**src/rtl/i2c_step_pkg.sv**
```systemverilog
package i2c_step_pkg;
  localparam int REG_W = 8;

  // control bit positions
  localparam int CB_ACK   = 2;
  localparam int CB_FLAG  = 3;
  localparam int CB_STOP  = 4;
  localparam int CB_START = 5;
  localparam int CB_EN    = 6;
  localparam int CB_IEN   = 7;

  // status codes
  localparam logic [REG_W-1:0] CODE_START   = 8'h08;
  localparam logic [REG_W-1:0] CODE_RSTART  = 8'h10;
  localparam logic [REG_W-1:0] CODE_AW_ACK  = 8'h18;
  localparam logic [REG_W-1:0] CODE_AW_NAK  = 8'h20;
  localparam logic [REG_W-1:0] CODE_DW_ACK  = 8'h28;
  localparam logic [REG_W-1:0] CODE_DW_NAK  = 8'h30;
  localparam logic [REG_W-1:0] CODE_ARB     = 8'h38;
  localparam logic [REG_W-1:0] CODE_AR_ACK  = 8'h40;
  localparam logic [REG_W-1:0] CODE_AR_NAK  = 8'h48;
  localparam logic [REG_W-1:0] CODE_DR_ACK  = 8'h50;
  localparam logic [REG_W-1:0] CODE_DR_NAK  = 8'h58;
  localparam logic [REG_W-1:0] CODE_IDLE    = 8'hF8;

  typedef enum logic [2:0] {
    ST_IDLE, ST_START, ST_HOLD, ST_RSTART, ST_BIT, ST_STOP
  } engState_t;

  typedef struct packed {
    logic             post;
    logic             raiseFlag;
    logic [REG_W-1:0] code;
    logic             shiftIn;
    logic             clrStart;
    logic             clrStop;
  } engStrobe_t;
endpackage

```
**src/rtl/i2c_step_dp.sv**
```systemverilog
module i2c_step_dp
  import i2c_step_pkg::*;
#(
  parameter int DATA_W = 8
) (
  input  logic              clk,
  input  logic              rstN,
  input  logic              softRst,
  input  logic              ctrlWr,
  input  logic              dataWr,
  input  logic [REG_W-1:0]  wrData,
  input  engStrobe_t        evt,
  input  logic              sdaIn,
  output logic [REG_W-1:0]  ctrlReg,
  output logic [DATA_W-1:0] dataReg,
  output logic [REG_W-1:0]  statusReg
);
  logic [REG_W-1:0] ctrlNext;

  always_comb begin
    ctrlNext = ctrlReg;
    if (ctrlWr) begin
      ctrlNext[CB_IEN]   = wrData[CB_IEN];
      ctrlNext[CB_EN]    = wrData[CB_EN];
      ctrlNext[CB_ACK]   = wrData[CB_ACK];
      ctrlNext[CB_START] = ctrlReg[CB_START] | wrData[CB_START];
      ctrlNext[CB_STOP]  = ctrlReg[CB_STOP] | wrData[CB_STOP];
      ctrlNext[CB_FLAG]  = ctrlReg[CB_FLAG] & wrData[CB_FLAG];
    end
    if (evt.clrStart)  ctrlNext[CB_START] = 1'b0;
    if (evt.clrStop)   ctrlNext[CB_STOP]  = 1'b0;
    if (evt.raiseFlag) ctrlNext[CB_FLAG]  = 1'b1;
  end

  always_ff @(posedge clk or negedge rstN) begin
    if (!rstN) begin
      ctrlReg   <= '0;
      dataReg   <= '0;
      statusReg <= CODE_IDLE;
    end else if (softRst) begin
      ctrlReg   <= '0;
      dataReg   <= '0;
      statusReg <= CODE_IDLE;
    end else begin
      ctrlReg <= ctrlNext;
      if (dataWr)
        dataReg <= wrData[DATA_W-1:0];
      else if (evt.shiftIn)
        dataReg <= {dataReg[DATA_W-2:0], sdaIn};
      if (evt.post)
        statusReg <= evt.code;
    end
  end

  // the flag can only rise because the engine finished a phase
  p_flag_source_r3: assert property (@(posedge clk) disable iff (!rstN || softRst)
    $rose(ctrlReg[CB_FLAG]) |-> $past(evt.raiseFlag));

  // a retired START is gone on the next cycle
  p_start_selfclear_r2: assert property (@(posedge clk) disable iff (!rstN || softRst)
    (evt.clrStart && !ctrlWr) |=> !ctrlReg[CB_START]);
endmodule

```
**src/rtl/i2c_step_ctrl.sv**
```systemverilog
module i2c_step_ctrl
  import i2c_step_pkg::*;
#(
  parameter int DATA_W = 8
) (
  input  logic       clk,
  input  logic       rstN,
  input  logic       softRst,
  input  logic       sclTick,
  input  logic       sclIn,
  input  logic       sdaIn,
  input  logic       busEn,
  input  logic       startReq,
  input  logic       stopReq,
  input  logic       ackEn,
  input  logic       iflg,
  input  logic       txBit,
  input  logic       rwBit,
  output engStrobe_t evt,
  output logic       sclLow,
  output logic       sdaLow,
  output logic       holdState
);
  localparam int CNT_W = $clog2(DATA_W + 1);
  localparam logic [CNT_W-1:0] LAST = CNT_W'(DATA_W);

  engState_t state, stateN;
  logic [1:0] q, qN;
  logic [CNT_W-1:0] bitCnt, cntN;
  logic addrPhase, addrN, rdMode, rdN, ackSeen, ackN, sclN, sdaN;
  logic txPhase;
  logic [REG_W-1:0] doneCode;

  assign txPhase   = addrPhase | !rdMode;
  assign holdState = (state == ST_HOLD);

  always_comb begin
    if (addrPhase)
      doneCode = rwBit ? (ackSeen ? CODE_AR_ACK : CODE_AR_NAK)
                       : (ackSeen ? CODE_AW_ACK : CODE_AW_NAK);
    else if (!rdMode)
      doneCode = ackSeen ? CODE_DW_ACK : CODE_DW_NAK;
    else
      doneCode = sdaLow ? CODE_DR_ACK : CODE_DR_NAK;
  end

  always_comb begin
    stateN = state; qN = q; cntN = bitCnt; addrN = addrPhase; rdN = rdMode;
    ackN = ackSeen; sclN = sclLow; sdaN = sdaLow;
    evt = '0;
    if (sclTick) begin
      case (state)
        ST_IDLE: begin
          if (stopReq) begin
            evt.clrStop = 1'b1; evt.post = 1'b1; evt.code = CODE_IDLE;
          end else if (busEn && startReq && !iflg) begin
            stateN = ST_START; qN = 2'd0;
          end
        end
        ST_START: begin
          if (q == 2'd0) begin
            sdaN = 1'b1; qN = 2'd1;
          end else begin
            sclN = 1'b1; stateN = ST_HOLD; addrN = 1'b1;
            evt.post = 1'b1; evt.raiseFlag = 1'b1; evt.clrStart = 1'b1;
            evt.code = CODE_START;
          end
        end
        ST_HOLD: begin
          if (!iflg) begin
            qN = 2'd0;
            if (startReq)     stateN = ST_RSTART;
            else if (stopReq) stateN = ST_STOP;
            else begin        stateN = ST_BIT; cntN = '0; end
          end
        end
        ST_RSTART: begin
          qN = q + 2'd1;
          case (q)
            2'd0: sdaN = 1'b0;
            2'd1: sclN = 1'b0;
            2'd2: sdaN = 1'b1;
            default: begin
              sclN = 1'b1; stateN = ST_HOLD; addrN = 1'b1;
              evt.post = 1'b1; evt.raiseFlag = 1'b1; evt.clrStart = 1'b1;
              evt.code = CODE_RSTART;
            end
          endcase
        end
        ST_STOP: begin
          case (q)
            2'd0: begin sdaN = 1'b1; qN = 2'd1; end
            2'd1: begin sclN = 1'b0; qN = 2'd2; end
            default: if (sclIn) begin
              sdaN = 1'b0; stateN = ST_IDLE; qN = 2'd0;
              evt.clrStop = 1'b1; evt.post = 1'b1; evt.code = CODE_IDLE;
            end
          endcase
        end
        ST_BIT: begin
          case (q)
            2'd0: begin
              sdaN = (bitCnt == LAST) ? (!txPhase && ackEn) : (txPhase && !txBit);
              qN = 2'd1;
            end
            2'd1: begin sclN = 1'b0; qN = 2'd2; end
            2'd2: if (sclIn) begin
              qN = 2'd3;
              if (bitCnt != LAST) begin
                evt.shiftIn = 1'b1;
                if (txPhase && !sdaLow && !sdaIn) begin
                  stateN = ST_IDLE; qN = 2'd0; sclN = 1'b0; sdaN = 1'b0;
                  evt.post = 1'b1; evt.raiseFlag = 1'b1; evt.code = CODE_ARB;
                end
              end else
                ackN = !sdaIn;
            end
            default: begin
              sclN = 1'b1; qN = 2'd0;
              if (bitCnt == LAST) begin
                stateN = ST_HOLD; addrN = 1'b0;
                if (addrPhase) rdN = rwBit;
                evt.post = 1'b1; evt.raiseFlag = 1'b1; evt.code = doneCode;
              end else
                cntN = bitCnt + CNT_W'(1);
            end
          endcase
        end
        default: stateN = ST_IDLE;
      endcase
    end
  end

  always_ff @(posedge clk or negedge rstN) begin
    if (!rstN) begin
      state <= ST_IDLE; q <= '0; bitCnt <= '0; addrPhase <= 1'b0;
      rdMode <= 1'b0; ackSeen <= 1'b0; sclLow <= 1'b0; sdaLow <= 1'b0;
    end else if (softRst) begin
      state <= ST_IDLE; q <= '0; bitCnt <= '0; addrPhase <= 1'b0;
      rdMode <= 1'b0; ackSeen <= 1'b0; sclLow <= 1'b0; sdaLow <= 1'b0;
    end else begin
      state <= stateN; q <= qN; bitCnt <= cntN; addrPhase <= addrN;
      rdMode <= rdN; ackSeen <= ackN; sclLow <= sclN; sdaLow <= sdaN;
    end
  end

  // SDA only moves under a low SCL while bits are shifting
  p_sda_under_low_scl_r4: assert property (@(posedge clk) disable iff (!rstN || softRst)
    (state == ST_BIT && $past(state) == ST_BIT && !$stable(sdaLow)) |-> $past(sclLow));

  // losing the bus lets go of both lines
  p_arb_release_r8: assert property (@(posedge clk) disable iff (!rstN || softRst)
    (evt.post && evt.code == CODE_ARB) |=> (!sclLow && !sdaLow && state == ST_IDLE));

  // an idle engine never pulls a line
  p_idle_released_r1: assert property (@(posedge clk) disable iff (!rstN || softRst)
    (state == ST_IDLE) |-> (!sclLow && !sdaLow));
endmodule

```
**src/rtl/i2c_step_master.sv**
```systemverilog
module i2c_step_master
  import i2c_step_pkg::*;
#(
  parameter int DATA_W = REG_W
) (
  input  logic             clk,
  input  logic             rstN,
  input  logic             regWrEn,
  input  logic [1:0]       regAddr,
  input  logic [REG_W-1:0] regWrData,
  output logic [REG_W-1:0] regRdData,
  input  logic             sclTick,
  input  logic             sclIn,
  input  logic             sdaIn,
  output logic             sclOeLow,
  output logic             sdaOeLow,
  output logic             irq
);
  localparam logic [1:0] A_CTRL = 2'd0;
  localparam logic [1:0] A_DATA = 2'd1;
  localparam logic [1:0] A_STAT = 2'd2;
  localparam logic [1:0] A_SRST = 2'd3;

  logic [REG_W-1:0]  ctrlReg, statusReg;
  logic [DATA_W-1:0] dataReg;
  engStrobe_t        evt;
  logic              ctrlWr, dataWr, softRst, holdState;

  assign ctrlWr  = regWrEn && (regAddr == A_CTRL);
  assign dataWr  = regWrEn && (regAddr == A_DATA);
  assign softRst = regWrEn && (regAddr == A_SRST);

  i2c_step_dp #(.DATA_W(DATA_W)) dp_i (
    .clk(clk), .rstN(rstN), .softRst(softRst), .ctrlWr(ctrlWr), .dataWr(dataWr),
    .wrData(regWrData), .evt(evt), .sdaIn(sdaIn),
    .ctrlReg(ctrlReg), .dataReg(dataReg), .statusReg(statusReg)
  );

  i2c_step_ctrl #(.DATA_W(DATA_W)) ctrl_i (
    .clk(clk), .rstN(rstN), .softRst(softRst), .sclTick(sclTick),
    .sclIn(sclIn), .sdaIn(sdaIn),
    .busEn(ctrlReg[CB_EN]), .startReq(ctrlReg[CB_START]), .stopReq(ctrlReg[CB_STOP]),
    .ackEn(ctrlReg[CB_ACK]), .iflg(ctrlReg[CB_FLAG]),
    .txBit(dataReg[DATA_W-1]), .rwBit(dataReg[0]),
    .evt(evt), .sclLow(sclOeLow), .sdaLow(sdaOeLow), .holdState(holdState)
  );

  always_comb begin
    case (regAddr)
      A_CTRL:  regRdData = ctrlReg;
      A_DATA:  regRdData = REG_W'(dataReg);
      A_STAT:  regRdData = statusReg;
      default: regRdData = '0;
    endcase
  end

  assign irq = ctrlReg[CB_IEN] & ctrlReg[CB_FLAG];

  // a pending flag on an owned bus stalls it with SCL low
  p_hold_stalls_r3: assert property (@(posedge clk) disable iff (!rstN || softRst)
    (ctrlReg[CB_FLAG] && holdState) |-> sclOeLow);

  // the status is frozen while software owes a response
  p_status_frozen_r3: assert property (@(posedge clk) disable iff (!rstN || softRst)
    ($past(ctrlReg[CB_FLAG]) && ctrlReg[CB_FLAG] && $past(holdState)) |-> $stable(statusReg));
endmodule

```
**config.mk**
```make
export PLATFORM = sky130hd
export DESIGN_NAME = i2c_step_master
export DESIGN_NICKNAME = d
export VERILOG_FILES = /design/src/rtl/i2c_step_pkg.sv /design/src/rtl/i2c_step_dp.sv /design/src/rtl/i2c_step_ctrl.sv /design/src/rtl/i2c_step_master.sv
export SDC_FILE = /design/constraint.sdc
export NUM_CORES = 1
export LEC_CHECK = 0
export ABC_AREA = 0
export CELL_PAD_IN_SITES_DETAIL_PLACEMENT = 1
export CELL_PAD_IN_SITES_GLOBAL_PLACEMENT = 2
export CORE_UTILIZATION = 34
export CTS_CLUSTER_SIZE = 10
export DETAILED_ROUTE_END_ITERATION = 7
export GPL_TIMING_DRIVEN = 0
export PLACE_DENSITY = 0.77
export SLEW_MARGIN = 20
export SYNTH_ARGS = -nofsm -noshare
export SYNTH_HDL_FRONTEND = slang
export SYNTH_SLANG_ARGS = --single-unit
```
**constraint.sdc**
```tcl
create_clock -name clk -period 2.56 [get_ports clk]
set_clock_uncertainty 0.1 [all_clocks]
set_input_delay 0.256 -clock clk [delete_from_list [all_inputs] [get_ports clk]]
set_output_delay 0.256 -clock clk [all_outputs]
set_load 0.02 [all_outputs]
```
Word level (Yosys, flattened, before mapping) --
Index checks and enable logic that the tools add are counted.
Operators by class: add/sub/neg operators 2, bitwise logic cells 5, equal/unequal tests 40, mux-type cells 116, reductions and logical operators 45
Operators with widths (number):
- $mux W8 | 12
- $ne A3 B2 Y1 const B | 15
- $mux W3 | 14
- $mux W1 | 40
- $mux W10 | 4
- $pmux W8 S5 | 1
- $mux W4 | 9
- $ne A4 B2 Y1 const B | 6
- $pmux W8 S3 | 1
- $mux W11 | 2
- $mux W2 | 10
- $pmux W10 S2 | 1
- $pmux W3 S6 | 1
- $reduce_bool A2 Y1 | 8
- $reduce_bool A3 Y1 | 5
- $mux W13 | 1
- $reduce_and A13 Y1 | 1
- $mux W6 | 2
- $pmux W1 S2 | 6
- $pmux W2 S6 | 1
- $reduce_and A10 Y1 | 1
- $reduce_and A5 Y1 | 2
- $logic_and A1 B1 Y1 | 9
- $ne A3 B1 Y1 const B | 3
- 34 further kinds | 53
Storage, ports and cells: word-level logic and storage cells 222, input port bits 16, flip-flop bits (word level) 36

Longest topological paths before layout --
Gate-level depths: netlist of the first run.
word-level depth 13, depth in mapped cells 8

Hierarchy --
From an unflattened synthesis of the first run, not the netlist that was laid out.
Unflattened totals: cells, all modules 315, area, all modules 2826.5 sq um
By module, submodules not included:
- i2c_step_ctrl | cells an instance 207, times used 1, area each 1579.0 sq um, sequential area each 350.3 sq um
- i2c_step_dp | cells an instance 84, times used 1, area each 1038.5 sq um, sequential area each 556.8 sq um
- i2c_step_master | cells an instance 24, times used 1, area each 209.0 sq um, sequential area each 0.0 sq um

Worst setup path before layout of the first run --
Ideal clock, no wire load.
kind reg2reg, start point register ctrl_i.bitCnt[0], end point register dp_i.statusReg[3], stages on the path, launching flop included 8, setup slack 0.468 ns, setup time 0.083 ns, path buffers 0, arrival time 1.908 ns, clock period less this slack 2.092 ns, cells stage by stage dfrtp_1 > inv_1 > ha_1 > nand3b_1 > nand3_1 > or3b_4 > a21o_1 > o32a_1
Between the ends: longest elaborated chain between the ends 8
Ends and longest elaborated chain:
- start, declared | line i2c_step_ctrl.sv:29 | logic [CNT_W-1:0] bitCnt, cntN;
- start signal, assigned | line i2c_step_ctrl.sv:142 | state <= stateN; q <= qN; bitCnt <= cntN; addrPhase <= addrN;
- $ne A4 B4 Y1 | line i2c_step_ctrl.sv:109 | if (bitCnt != LAST) begin
- $mux W11 | line i2c_step_ctrl.sv:109
- $mux W11 | line i2c_step_ctrl.sv:107 | 2'd2: if (sclIn) begin
- $pmux W10 S2 (*) | line i2c_step_ctrl.sv:101 | case (q)
- $pmux W8 S5 | line i2c_step_ctrl.sv:52 | case (state)
- $mux W13 (*) | line i2c_step_ctrl.sv:51 | if (sclTick) begin
- $mux W8 | line i2c_step_dp.sv:50 | if (evt.post)
- $mux W8 | line i2c_step_dp.sv:40 | end else if (softRst) begin
- end signal, assigned | line i2c_step_dp.sv:51 | statusReg <= evt.code;
- end, declared | line i2c_step_dp.sv:16 | output logic [REG_W-1:0] statusReg
Every way passes the cells marked *; elsewhere a longest branch is shown, timed or not. The select of a mux whose other input is x is not followed. A chain may end at the register's enable or synchronous reset.

Worst setup path after layout of the first run --
start point register ctrl_i.bitCnt[0], end point register dp_i.statusReg[4]
Same word-level chain as after synthesis.

==> results of run 1 <==
-- worst min-delay path by stage --
stage                              to  slack [ps]  cells past startpoint
floorplan              ctrl_i.ackSeen        -140                      0
global placement    dp_i.statusReg[7]         360                      2
detailed placement    dp_i.dataReg[0]          90                      1
CTS                  ctrl_i.addrPhase         280                      3
global route          dp_i.dataReg[0]         330                      2
finish               ctrl_i.addrPhase         290                      3
-- cell families (layout without fill, tap and decap cells) --
| family | count (synthesis) | count (layout) |
|---|---|---|
| compound gates | 91 | 91 |
| fa+ha+maj | 11 | 11 |
| buf+inv | 30 | 65 |
| flops | 33 | 33 |
| mux | 19 | 19 |
| simple gates | 109 | 109 |
-- critical path: cells and delay by family, from the launching register on --
family,cells,cell delay [ps]
AOI/OAI and AO/OA,2,570
adders and majority gates,1,210
buffers and inverters,1,70
DFF,1,390
and+or+nand+nor,3,1020
-- flip-flops by register name (all words and copies together), names as in the netlist --
signal,cells
dp_i.ctrlReg,6
ctrl_i.sdaLow,1
ctrl_i.ackSeen,1
ctrl_i.q,2
ctrl_i.bitCnt,4
dp_i.dataReg,8
ctrl_i.sclLow,1
ctrl_i.state,3
ctrl_i.rdMode,1
dp_i.statusReg,5
ctrl_i.addrPhase,1
-- area by class of cell --
class / count / area (sq um) / area share (%)
Timing Repair Buffer: 27 / 283 / 9.40
Sequential cell: 33 / 832 / 27.7
Inverter: 13 / 48.8 / 1.62
Tap cell: 96 / 120 / 4.00
Buffer: 17 / 86.3 / 2.87
Clock inverter: 2 / 37.5 / 1.25
Clock buffer: 6 / 82.6 / 2.75
Multi-Input combinational cell: 230 / 1520 / 50.4
-- per-layer routing --
metal  vias up  routed length, um  track usage [%]
li1       1142                  -                -
met1      1170               4020             32.3
met2        34               3940             40.5
met3         6                221             3.70
met4         0                 71             4.47
met5         -                  0                0
-- cells in the mapped netlist (5+ instances only) --
library cell  count
dfrtp_1          28
a21oi_1          26
nand2_1          26
nor2_1           26
o21ai_0          19
mux2i_1          18
inv_1            13
clkbuf_1         11
ha_1             11
a211oi_1          9
nand3_1           8
nand2b_1          6
nor2b_1           6
nor3_1            6
and2_1            5
dfstp_2           5
-- what timing repair did --
| action | 4_1_cts | 5_1_grt |
|---|---|---|
| hold buffers | 1 | 0 |
| gates cloned | 0 | 0 |
| hold endpoints to repair | 9 | 0 |
| setup endpoints to repair | 3 | 12 |
| resized for setup | 1 | 6 |
-- stage by stage --
stage / hold WS (ps) / power [mW] / cells / setup TNS [ps] / setup slack [ps]
final: 285 / 2.36 / 424 / 0 / 119
after global routing: 329 / 2.52 / 424 / 0 / 12.9
after CTS: 277 / 2.34 / 424 / 0 / 44.2
after detailed placement: 90.6 / 1.80 / 415 / -40.7 / -25.0
after global placement: 365 / 1.78 / 414 / -16.8 / -11.0
after floorplan: -140 / 1.44 / 293 / 0 / 468
-- power by group through the flow --
stage | Combinational, mW | Clock [mW] | Sequential (mW)
2_1_floorplan | 0.686 | 0 | 0.750
3_5_place_dp | 1.02 | 0 | 0.776
4_1_cts | 1.03 | 0.546 | 0.766
5_1_grt | 1.17 | 0.563 | 0.785
6_report | 1.05 | 0.539 | 0.763
3_3_place_gp | 1.01 | 0 | 0.771
==> results.md, run 1 <==
- In this run the worst path has a maximum fanout of 6.
- The flop-to-flop setup slack is around 120 ps.
- The worst max-slew margin expressed relative to the limit is about half.
- The highest clock rate is about 0.41 GHz.
- Setup violations remaining at the end of the flow were counted as 0.
- The share of total power in sequential cells is between 30 and 40%.
- For the worst-skew pair, the clock arrives at the later sink with an insertion delay of 300 ps.
- In this run the power spent charging and discharging nets is between 0.9 and 1 mW.
- The largest single stage delay on the critical path is between 400 and 500 ps.
- The cell type contributing the most total cell area after synthesis is dfrtp_1.
- The final hold violation count is 0.
- The number of global-route vias before repair is ~2,400.
- For the pin with the worst max-slew slack, the measured transition is roughly 740 ps.
- The floorplan has 30 rows.
- The proportion of power drawn by combinational gates is 44.7%.
- The endpoint type of the worst setup path is a register.
- After the last flow step, the layout net total stands at approximately 350.
- The category of the critical setup timing path is reg -> reg.
- Once placement finished, the instance area stood at ~0.0029 sq mm.
- Subtracting the final worst setup slack from the clock period gives between 2000 and 2500 ps.
- The global route total overflow is 0.
- The worst min-delay path startpoint is sclTick.
- The cell chosen for the clock root is clkbuf_8.
- TritonCTS built the clock tree.
- The post-synthesis sequential element count is 33.
- In the routed design, unresolved DRC markers number 0.
- After synthesis, the share of flip-flops with an asynchronous set or reset is 100%.
- During I/O placement, the number of pins put on the boundary was 27.
- Sequential elements use between 30% and 40% of the synthesized area.
- The launch point of the worst reg-to-reg path is ctrl_i.bitCnt[0].
- The slowest stage cell on the critical path is or3b_4.
- The number of nets handed over by synthesis was between 300 and 400.
- The fill cell instance count of the final layout is about 840.
- The first global-routing pass estimated approximately 13,000 um of wire.
- The worst path uses 95.3% of the clock period.
- From left edge to right edge, the die measures between 80 and 90 um.
- At the end of routability-driven placement, the weighted congestion stood at 0.787.
- Wires add up to slightly above 8000 um.
- The core region is 0.00691 sq mm.
- The synthesized-area fraction occupied by ao, oa, aoi and oai cells is 24.3%.
- In the post-synthesis netlist, the biggest area contributors are dfrtp_1, mux2i_1, ha_1.
- The endpoint of the lowest-slack register-to-register path is dp_i.statusReg[4].
- The clock network burns between 20% and 30% of the power.
- The proportion of netlist area held by the largest area contributor is 28.4%.
- The initial antenna violation count came to 0.
- The average wire per standard cell is ~20 um.
- The number of distinct standard cells referenced by the synthesized netlist is 55.
- In this run the number of H-tree levels came out at 2.
- Setup repair after global routing left no endpoint under its margin.
- The total power density per cell area is approximately 780 mW/mm^2.
- The max capacitance violation total is 0.
- After technology mapping, the gate count stands at between 200 and 300.
- The number of search-and-repair iterations in the first detailed-routing pass is 4.
- STA puts the critical path data required time at roughly 2700 ps.
- Leaving out fill and tap cells, the most frequent cell in the layout is dfrtp_1.
- The via count of the routed design is around 2,400.
- The antenna diode count is 0.
- Summed over all cells, the static leakage comes to 1.27 nW.
- Clock-pin slew was measured on the worst setup and hold paths at ~70 ps.
- The area enclosed by the die boundary is about 0.0076 sq mm.
- The HPWL after detailed placement is between 6000 and 7000 um.
- Dividing the detail-routed via count by the number of cells gives ~5.5.
- In this run the worst setup path begins at ctrl_i.bitCnt[0].
- In this run the mean area of a mapped cell was approximately 8.4 sq um.
- The Yosys step of the flow raised 0 warnings.
- In this run, CTS created clock tree buffers numbering 5.
- The number of cell instances on the worst register-to-register path is 7.
- The main combinational cell family by area after synthesis is compound AO/OA/AOI/OAI gates.
- The kind of start point of the critical path is a register.
- Global routing consumed, over all layers together, between 20% and 30% of the routing resources.
- The fraction of final layout cells with drive strength greater than 1 is 10.4%.
- For this run, the leading register cell type out of synthesis is dfrtp_1.
- The number of post-CTS setup repair buffers is 0.
- Internal power comes to 1.38 mW.
- The final-report max-slew violation count is 0.
- After Yosys synthesis, and, or, nand and nor cells account for 23.2% of the synthesized area.
- The top cell types in the final layout, fill and taps aside, are dfrtp_1, nand2_1, nor2_1.
- The clock drives 33 sinks.
- The mux contribution to synthesized area is around 7.8%.
- The finished cells cover around 0.003 sq mm.
- Cells fill a little over two fifths of the core in the end.
- Traced cell by cell, the critical path runs through inv_1, ha_1, nand3b_1, nand3_1, or3b_4, a21o_1, o32a_1.
- The class of the tightest hold or removal check is in -> reg.
- The switching part of the total power is between 40% and 50%.
- The post-detailed-route count of antenna-violating nets is 0.
- The run finished with clean final reports.
- The die outline height is between 80 and 90 um.
- The number of buffers on the longest clock path is 2.
- The count of flip-flops with a built-in enable after synthesis is 0.
- The highest ir drop seen on vdd is around 0.36 mV.
- The first routing iteration left between 80 and 90 violations.
- After synthesis the cells add up to 0.00246 sq mm.
- The worst setup path endpoint is dp_i.statusReg[4].
- Buffers placed on the I/O ports in this run total 25.
- The adder and majority cell fraction of the synthesized area is under 10%.
- Compared with the post-synthesis result, the final layout area differs by 22.0%.
- Summing the areas of all xor and xnor instances in the mapped netlist gives 0% of the synthesized area.
- The initial cell density of the core is a little over a third.
- The pin count of the biggest net entering global routing is 22.
- The signal arrival time at the worst endpoint is ~2600 ps.
No activity file was read; power rests on OpenSTA's default activity.
==> run 2, diff against run 1 <==
--- a/config.mk
+++ b/config.mk
@@ -6,6 +6,7 @@
 export NUM_CORES = 1
 export LEC_CHECK = 0
 export ABC_AREA = 0
+export CAP_MARGIN = 0
 export CELL_PAD_IN_SITES_DETAIL_PLACEMENT = 1
 export CELL_PAD_IN_SITES_GLOBAL_PLACEMENT = 2
 export CORE_UTILIZATION = 34
==> results of run 2 <==
Final layout, timing and power as in run 1 (identical DEF).
